[config.mk]
export PLATFORM = sky130hd
export DESIGN_NAME = trig_enable_bank
export DESIGN_NICKNAME = d
export VERILOG_FILES = /design/src/rtl/trig_en_pkg.sv /design/src/rtl/trig_en_regfile.sv /design/src/rtl/trig_blk_counter.sv /design/src/rtl/trig_req_arb.sv /design/src/rtl/trig_enable_bank.sv
export SDC_FILE = /design/constraint.sdc
export NUM_CORES = 1
export LEC_CHECK = 0
export BUFFER_PORTS_ARGS = -buffer_cell sky130_fd_sc_hd__buf_2
export CAP_MARGIN = 30
export CORE_MARGIN = 2
export CORE_UTILIZATION = 40
export CTS_CLUSTER_DIAMETER = 50
export DETAILED_ROUTE_END_ITERATION = 7
export SLEW_MARGIN = 20
export SYNTH_ARGS = -nofsm -noshare
export SYNTH_HDL_FRONTEND = slang
export SYNTH_HIERARCHICAL = 1
export SYNTH_SLANG_ARGS = --single-unit
[constraint.sdc]
create_clock -name clk -period 4.4 [get_ports clk]
set_input_delay 0.22 -clock clk [delete_from_list [all_inputs] [get_ports clk]]
set_output_delay 0.22 -clock clk [all_outputs]
set_load 0.05 [all_outputs]
[src/rtl/trig_en_pkg.sv]
package trig_en_pkg;
  // default geometry of the bank
  localparam int DEF_NUM_REGS = 6;
  localparam int DEF_REG_W    = 8;
  localparam int DEF_CNT_W    = 16;
  localparam int DEF_ADDR_W   = 4;
  localparam int DEF_SRC_W    = 6;
  // first CPU address of the block counter bytes
  localparam int CNT_BASE     = 8;
endpackage

[src/rtl/trig_en_regfile.sv]
module trig_en_regfile #(
  parameter int NUM_REGS = 6,
  parameter int REG_W    = 8
) (
  input  logic                             clk,
  input  logic                             rst_n,
  input  logic                             stby,
  input  logic [NUM_REGS-1:0]              wr_reg_sel,
  input  logic                             wr_sw,
  input  logic                             rd_sw,
  input  logic [REG_W-1:0]                 wdata,
  input  logic [NUM_REGS*REG_W-1:0]        hw_clr,
  input  logic                             hw_clr_sw,
  output logic [NUM_REGS-1:0][REG_W-1:0]   en_r,
  output logic                             swen,
  output logic [REG_W-2:0]                 swvec,
  output logic                             sw_seen
);
  localparam int VEC_W = REG_W - 1;

  // one byte-wide enable register per slice; hardware clear dominates
  for (genvar r = 0; r < NUM_REGS; r++) begin : g_en
    always_ff @(posedge clk) begin
      if (!rst_n || stby) begin
        en_r[r] <= '0;
      end else begin
        en_r[r] <= (wr_reg_sel[r] ? wdata : en_r[r]) & ~hw_clr[r*REG_W +: REG_W];
      end
    end
  end

  logic swen_nx;
  always_comb begin
    swen_nx = swen;
    if (wr_sw) begin
      if (wdata[REG_W-1])  swen_nx = 1'b1;
      else if (sw_seen)    swen_nx = 1'b0;
    end
    if (hw_clr_sw) swen_nx = 1'b0;
  end

  always_ff @(posedge clk) begin
    if (!rst_n || stby) begin
      swen    <= 1'b0;
      swvec   <= '0;
      sw_seen <= 1'b0;
    end else begin
      swen <= swen_nx;
      if (wr_sw) begin
        swvec   <= wdata[VEC_W-1:0];
        sw_seen <= 1'b0;
      end else if (rd_sw && swen) begin
        sw_seen <= 1'b1;
      end
    end
  end
endmodule

[src/rtl/trig_blk_counter.sv]
module trig_blk_counter #(
  parameter int CNT_W  = 16,
  parameter int BYTE_W = 8
) (
  input  logic                        clk,
  input  logic                        rst_n,
  input  logic [CNT_W/BYTE_W-1:0]     wr_byte,
  input  logic [BYTE_W-1:0]           wdata,
  input  logic                        dec,
  output logic [CNT_W-1:0]            cnt,
  output logic                        end_now
);
  localparam int NBYTES = CNT_W / BYTE_W;

  logic [CNT_W-1:0] cnt_nx;
  logic             any_wr;

  assign any_wr  = |wr_byte;
  // a CPU load in the same cycle takes precedence over the decrement
  assign end_now = dec && !any_wr && (cnt == CNT_W'(1));

  always_comb begin
    cnt_nx = cnt;
    if (any_wr) begin
      for (int b = 0; b < NBYTES; b++) begin
        if (wr_byte[b]) cnt_nx[b*BYTE_W +: BYTE_W] = wdata;
      end
    end else if (dec) begin
      cnt_nx = cnt - CNT_W'(1);
    end
  end

  always_ff @(posedge clk) begin
    if (!rst_n) cnt <= '0;
    else        cnt <= cnt_nx;
  end
endmodule

[src/rtl/trig_req_arb.sv]
module trig_req_arb #(
  parameter int NREQ  = 49,
  parameter int IDX_W = 6,
  parameter int VEC_W = 7
) (
  input  logic               clk,
  input  logic               rst_n,
  input  logic [NREQ-1:0]    pend,
  input  logic [NREQ-1:0]    en,
  input  logic [VEC_W-1:0]   sw_vec,
  input  logic               req_ready,
  input  logic               done_fire,
  input  logic [IDX_W-1:0]   done_idx,
  output logic               req_valid,
  output logic [IDX_W-1:0]   req_idx,
  output logic [VEC_W-1:0]   req_vec
);
  logic [NREQ-1:0]  busy, busy_nx, slot_mask, cand;
  logic [IDX_W-1:0] sel;
  logic             any;
  logic             fire, open;

  assign fire = req_valid && req_ready;
  assign open = !req_valid || req_ready;

  always_comb begin
    slot_mask = '0;
    for (int i = 0; i < NREQ; i++) begin
      if (req_valid && req_idx == IDX_W'(i)) slot_mask[i] = 1'b1;
    end
  end

  assign cand = pend & en & ~busy & ~slot_mask;

  // fixed priority: scanning downward leaves the lowest index selected
  always_comb begin
    sel = '0;
    any = 1'b0;
    for (int i = NREQ - 1; i >= 0; i--) begin
      if (cand[i]) begin
        sel = IDX_W'(i);
        any = 1'b1;
      end
    end
  end

  always_comb begin
    busy_nx = busy;
    for (int i = 0; i < NREQ; i++) begin
      if (fire && req_idx == IDX_W'(i))       busy_nx[i] = 1'b1;
      if (done_fire && done_idx == IDX_W'(i)) busy_nx[i] = 1'b0;
    end
  end

  always_ff @(posedge clk) begin
    if (!rst_n) begin
      busy      <= '0;
      req_valid <= 1'b0;
      req_idx   <= '0;
      req_vec   <= '0;
    end else begin
      busy <= busy_nx;
      if (open) begin
        req_valid <= any;
        if (any) begin
          req_idx <= sel;
          req_vec <= sw_vec;
        end
      end
    end
  end
endmodule

[src/rtl/trig_enable_bank.sv]
module trig_enable_bank
  import trig_en_pkg::*;
#(
  parameter int NUM_REGS = DEF_NUM_REGS,
  parameter int REG_W    = DEF_REG_W,
  parameter int CNT_W    = DEF_CNT_W,
  parameter int ADDR_W   = DEF_ADDR_W,
  parameter int SRC_W    = DEF_SRC_W
) (
  input  logic                        clk,
  input  logic                        rst_n,
  input  logic                        stby,
  input  logic                        cpu_wr,
  input  logic                        cpu_rd,
  input  logic [ADDR_W-1:0]           cpu_addr,
  input  logic [REG_W-1:0]            cpu_wdata,
  output logic [REG_W-1:0]            cpu_rdata,
  input  logic [NUM_REGS*REG_W-1:0]   src_pend,
  output logic                        req_valid,
  input  logic                        req_ready,
  output logic [SRC_W-1:0]            req_src,
  output logic                        req_sw,
  output logic [REG_W-2:0]            req_vec,
  input  logic                        done_valid,
  output logic                        done_ready,
  input  logic [SRC_W-1:0]            done_src,
  input  logic                        done_disel,
  input  logic                        done_last,
  input  logic                        done_blk,
  output logic                        blk_end
);
  localparam int NSRC   = NUM_REGS * REG_W;
  localparam int NREQ   = NSRC + 1;
  localparam int VEC_W  = REG_W - 1;
  localparam int NBYTES = CNT_W / REG_W;
  localparam int A_SW   = NUM_REGS;

  logic [NUM_REGS-1:0][REG_W-1:0] en_r;
  logic [NSRC-1:0]                en_vec;
  logic                           swen, sw_seen;
  logic [VEC_W-1:0]               swvec;
  logic [NUM_REGS-1:0]            wr_reg_sel;
  logic                           wr_sw, rd_sw;
  logic [NBYTES-1:0]              wr_cnt;
  logic [CNT_W-1:0]               cnt;
  logic                           done_fire, clr_cond;
  logic [NREQ-1:0]                hw_clr_ext;

  assign done_ready = 1'b1;
  assign done_fire  = done_valid;
  assign en_vec     = en_r;

  // ---------------- address decode ----------------
  for (genvar r = 0; r < NUM_REGS; r++) begin : g_wsel
    assign wr_reg_sel[r] = cpu_wr && (cpu_addr == ADDR_W'(r));
  end
  for (genvar b = 0; b < NBYTES; b++) begin : g_csel
    assign wr_cnt[b] = cpu_wr && (cpu_addr == ADDR_W'(CNT_BASE + b));
  end
  assign wr_sw = cpu_wr && (cpu_addr == ADDR_W'(A_SW));
  assign rd_sw = cpu_rd && (cpu_addr == ADDR_W'(A_SW));

  // ---------------- completion-driven clearing ----------------
  assign clr_cond = done_fire && (done_disel || done_last || blk_end);

  always_comb begin
    hw_clr_ext = '0;
    for (int i = 0; i < NREQ; i++) begin
      if (clr_cond && done_src == SRC_W'(i)) hw_clr_ext[i] = 1'b1;
    end
  end

  trig_en_regfile #(.NUM_REGS(NUM_REGS), .REG_W(REG_W)) u_regs (
    .clk       (clk),
    .rst_n     (rst_n),
    .stby      (stby),
    .wr_reg_sel(wr_reg_sel),
    .wr_sw     (wr_sw),
    .rd_sw     (rd_sw),
    .wdata     (cpu_wdata),
    .hw_clr    (hw_clr_ext[NSRC-1:0]),
    .hw_clr_sw (hw_clr_ext[NSRC]),
    .en_r      (en_r),
    .swen      (swen),
    .swvec     (swvec),
    .sw_seen   (sw_seen)
  );

  trig_blk_counter #(.CNT_W(CNT_W), .BYTE_W(REG_W)) u_cnt (
    .clk    (clk),
    .rst_n  (rst_n),
    .wr_byte(wr_cnt),
    .wdata  (cpu_wdata),
    .dec    (done_fire && done_blk),
    .cnt    (cnt),
    .end_now(blk_end)
  );

  trig_req_arb #(.NREQ(NREQ), .IDX_W(SRC_W), .VEC_W(VEC_W)) u_arb (
    .clk      (clk),
    .rst_n    (rst_n),
    .pend     ({swen, src_pend}),
    .en       ({swen, en_vec}),
    .sw_vec   (swvec),
    .req_ready(req_ready),
    .done_fire(done_fire),
    .done_idx (done_src),
    .req_valid(req_valid),
    .req_idx  (req_src),
    .req_vec  (req_vec)
  );

  assign req_sw = (req_src == SRC_W'(NSRC));

  // ---------------- read mux ----------------
  always_comb begin
    cpu_rdata = '0;
    for (int r = 0; r < NUM_REGS; r++) begin
      if (cpu_addr == ADDR_W'(r)) cpu_rdata = en_r[r];
    end
    if (cpu_addr == ADDR_W'(A_SW)) cpu_rdata = {swen, swvec};
    for (int b = 0; b < NBYTES; b++) begin
      if (cpu_addr == ADDR_W'(CNT_BASE + b)) cpu_rdata = cnt[b*REG_W +: REG_W];
    end
  end
endmodule

==> Implementation_results.wiki <==
{| class="wikitable"
! Metric !! Value
|-
| Most instantiated library cell after synthesis || nor2_1
|-
| Fin Clk Skew || 0.0129 ns
|-
| Depth of the worst hold-timing path || 3
|-
| Startpoint of the most critical hold path || req_ready
|-
| Number of enable-type register cells in the synthesized netlist || 0
|-
| Top cells by instance count after synthesis || nor2_1, dfxtp_1, a21oi_1
|-
| Post-layout util || 46.4%
|-
| Worst voltage drop across the vdd grid || 0.247 mV
|-
| Primary flip-flop cell chosen by synthesis mapping || dfxtp_1
|-
| Cells after DPL || 1412
|-
| CTS tree || built
|-
| Die Span Y || 153 um
|-
| Via count of the first global-routing pass || 8056
|-
| Synth Area in Compound Gates || 23.6%
|-
| Average instance area after synthesis || 8.16 sq um
|-
| Final setup violating endpoints || 0
|-
| Num CTS Buffers || 17
|-
| Run status || finished, final reports clean
|-
| Global route overflow || 0
|-
| CTS clk-pin slew, worst paths || 0.06 ns
|-
| Half-perimeter wire length after placement || 24000 um
|-
| Cell type with the highest aggregate area in the netlist || dfxtp_1
|-
| Filler instances || 2191
|-
| Area added between synthesis and finish || 13.9%
|-
| # H-tree levels || 4
|-
| Number of nets in the layout || 1230
|-
| Number of slew-limit violations in the final report || 0
|-
| Routed Antenna Nets || 0
|-
| R2R Path Start || u_arb/req_idx[2]$_SDFFE_PN0P_
|-
| Port-buffer cells || 99
|-
| Design Power || 3.57 mW
|-
| Synth top area cells || dfxtp_1, mux2i_1, nor2_1
|-
| Initial antenna violation count || 1
|-
| Final wirelength || 31900 um
|-
| Post-route minimum period || 3.44 ns
|-
| Worst slew pin tran || 1.00 ns
|-
| Pwr per Cell Area || 352 mW/mm^2
|-
| Clock tree root buffer cell || clkbuf_16
|-
| Effective utilization at floorplan || 40.8%
|-
| Register bit total from synthesis || 136
|-
| Core area || 0.0218 sq mm
|-
| Average vias per placed instance || 6.15
|-
| Xor/xnor share of the synthesized area || 0.197%
|-
| Number of buffers inserted by post-CTS setup repair || 0
|-
| Post-synthesis adder-cell area fraction || 0.281%
|-
| Placer's final routability congestion estimate || 0.906
|-
| Leakage Power || 3.52 nW
|-
| Clock latency at the later pin of the worst-skew pair || 0.42 ns
|-
| Largest family of logic cells by synthesized area || simple AND/OR/NAND/NOR gates
|-
| WP data required || 4.73 ns
|-
| Endpoint type of the worst setup path || register
|-
| Crit Path Category || reg -> reg
|-
| Setup repair after global routing missed its margin || no
|-
| DRC viols || 0
|-
| IO Count || 101
|-
| Portion of the clock cycle consumed by the worst path in the final layout || 78.2%
|-
| Maximum operating frequency || 0.290 GHz
|-
| Avg WL per Cell || 22.1 um
|-
| Quantity of gates resized following cts || 0
|-
| Post-Route Hold Slack || 0.0911 ns
|-
| Max-Slew Margin vs Limit || 32.9%
|-
| Critical path fanouts, max || 19
|-
| Number of clock sinks || 136
|-
| Synth warn || 6
|-
| Die W || 153 um
|-
| Setup crit start || u_arb/req_idx[2]$_SDFFE_PN0P_
|-
| Multiplexer fraction of the synthesized cell area || 9.13%
|-
| Total via count in the routed design || 8881
|-
| Overall global routing resource usage || 27.0%
|-
| Sequential share of the synthesized area || 30.6%
|-
| Fraction of layout instances using a drive strength above 1 || 20.8%
|-
| Cell Area, Synth || 0.00890 sq mm
|-
| Proportion of netlist area held by the largest area contributor || 30.6%
|-
| Synthesized Nets || 1168
|-
| Worst hold path type || in -> reg
|-
| Instance count of the mapped netlist || 1090
|-
| Post-synthesis cell type count || 104
|-
| Row count || 54
|-
| Wire length of the first global-routing pass || 48800 um
|-
| Number of buffers inserted by hold repair at cts || 0
|-
| Iteration-0 DRC count of the detailed router || 1099
|-
| Fraction of synthesis flops using an asynchronous set or reset pin || 0%
|-
| DIE AREA || 0.0235 sq mm
|-
| Element type at the critical path start || register
|-
| Share of synthesized cell area in and, or, nand and nor gates || 30.3%
|-
| Drt first pass iters || 8
|-
| Max-capacitance violation count || 0
|-
| Buffer levels on the longest clock path || 2
|-
| Final cell count without fillers || 1444
|-
| Diode insertion count for antenna repair || 0
|-
| Hold violation count in the final report || 0
|-
| Worst r2r path cells || 8
|-
| Worst endpoint data arrival time || 3.77 ns
|-
| Fin Setup TNS || 0 ns
|-
| Maximum number of pins on one net before global-route repair || 86
|}
[power by group]
part	switching (mW)	internal (mW)	leakage, nW	total, mW
Sequential	0.0519	1.26	1.10	1.31
Clock	0.567	1.19	0.340	1.76
Combinational	0.318	0.185	2.08	0.503
[routing by layer]
metal	wire length, um	global-route usage, %	vias up
met5	0	0	-
met4	1010	8.86	0
met3	2640	5.16	65
met2	14300	41.9	461
met1	14000	37.7	4210
li1	-	-	4145
[per-stage QoR]
step,cell area (sq um),worst slack (ns)
3_5_place_dp,9410,0.751
2_1_floorplan,8900,1.43
5_1_grt,10100,0.787
3_3_place_gp,9400,0.954
4_1_cts,10100,0.983
6_report,10100,0.957
[final timing paths]
| check | end | slack [ns] |
|---|---|---|
| max | u_arb/req_idx[0]$_SDFFE_PN0P_ | 0.96 |
| min reg2reg | u_arb/busy[0]$_SDFFE_PP0P_ | 0.47 |
| min | u_arb/busy[48]$_SDFFE_PP0P_ | 0.09 |
| max reg2reg | u_arb/req_idx[0]$_SDFFE_PN0P_ | 0.96 |
[cell usage in the layout, fill, tap and decap left out, types with 4 or more instances in the layout]
cell / count
nor2_1: 153
dfxtp_1: 136
a21oi_1: 103
buf_2: 100
o21ai_0: 76
mux2i_1: 71
nand2_1: 70
nand3b_1: 47
nor3_1: 35
o22ai_1: 29
nor3_2: 23
nor2b_1: 21
nand3_1: 18
clkbuf_16: 17
buf_4: 17
a211oi_1: 14
inv_1: 13
a21o_1: 11
o31ai_1: 10
o21ai_1: 9
mux2_2: 9
nor4_1: 9
a221oi_1: 8
bufinv_16: 8
a31oi_1: 8
nand4_1: 7
a211oi_2: 6
o21a_1: 6
and3_1: 5
or3_1: 5
nor4b_4: 4
nor4_2: 4
[critical path, stage by stage, from the launching register on]
cell,delay [ns]
dfxtp_1,0.82
and4bb_1,0.47
a211o_1,0.37
nor2b_1,0.21
nand4_2,0.14
and4bb_4,0.26
a21oi_4,0.61
o2111ai_2,0.22
o221ai_2,0.23
[sequential cells by signal, summed over array words and instances, names as in the netlist]
signal           flops
u_cnt/cnt           16
u_arb/busy          49
u_regs/en_r         48
u_arb/req_idx        6
u_regs/sw_seen       1
u_arb/req_valid      1
u_regs/swen          1
u_regs/swvec         7
u_arb/req_vec        7
[cell type report]
| cell class | count | area [sq um] | area share, % |
|---|---|---|---|
| clock inverters | 12 | 269 | 2.66 |
| flip-flops and latches | 136 | 2720 | 26.9 |
| inverters | 13 | 48.8 | 0.482 |
| multi-input cells | 867 | 5670 | 56.0 |
| clock buffers | 19 | 443 | 4.37 |
| well taps | 280 | 350 | 3.46 |
| repair buffers | 117 | 628 | 6.20 |
[cell families (layout without fill, tap and decap cells)]
family	Yosys count	in the layout
multiplexers	80	80
buffers and inverters	87	161
XOR/XNOR	2	2
AND/OR/NAND/NOR	458	458
flip-flops	136	136
AO/OA/AOI/OAI	324	324
adder cells (fa/ha/maj)	2	2
other	1	1
(Power assumes the default switching activity.)
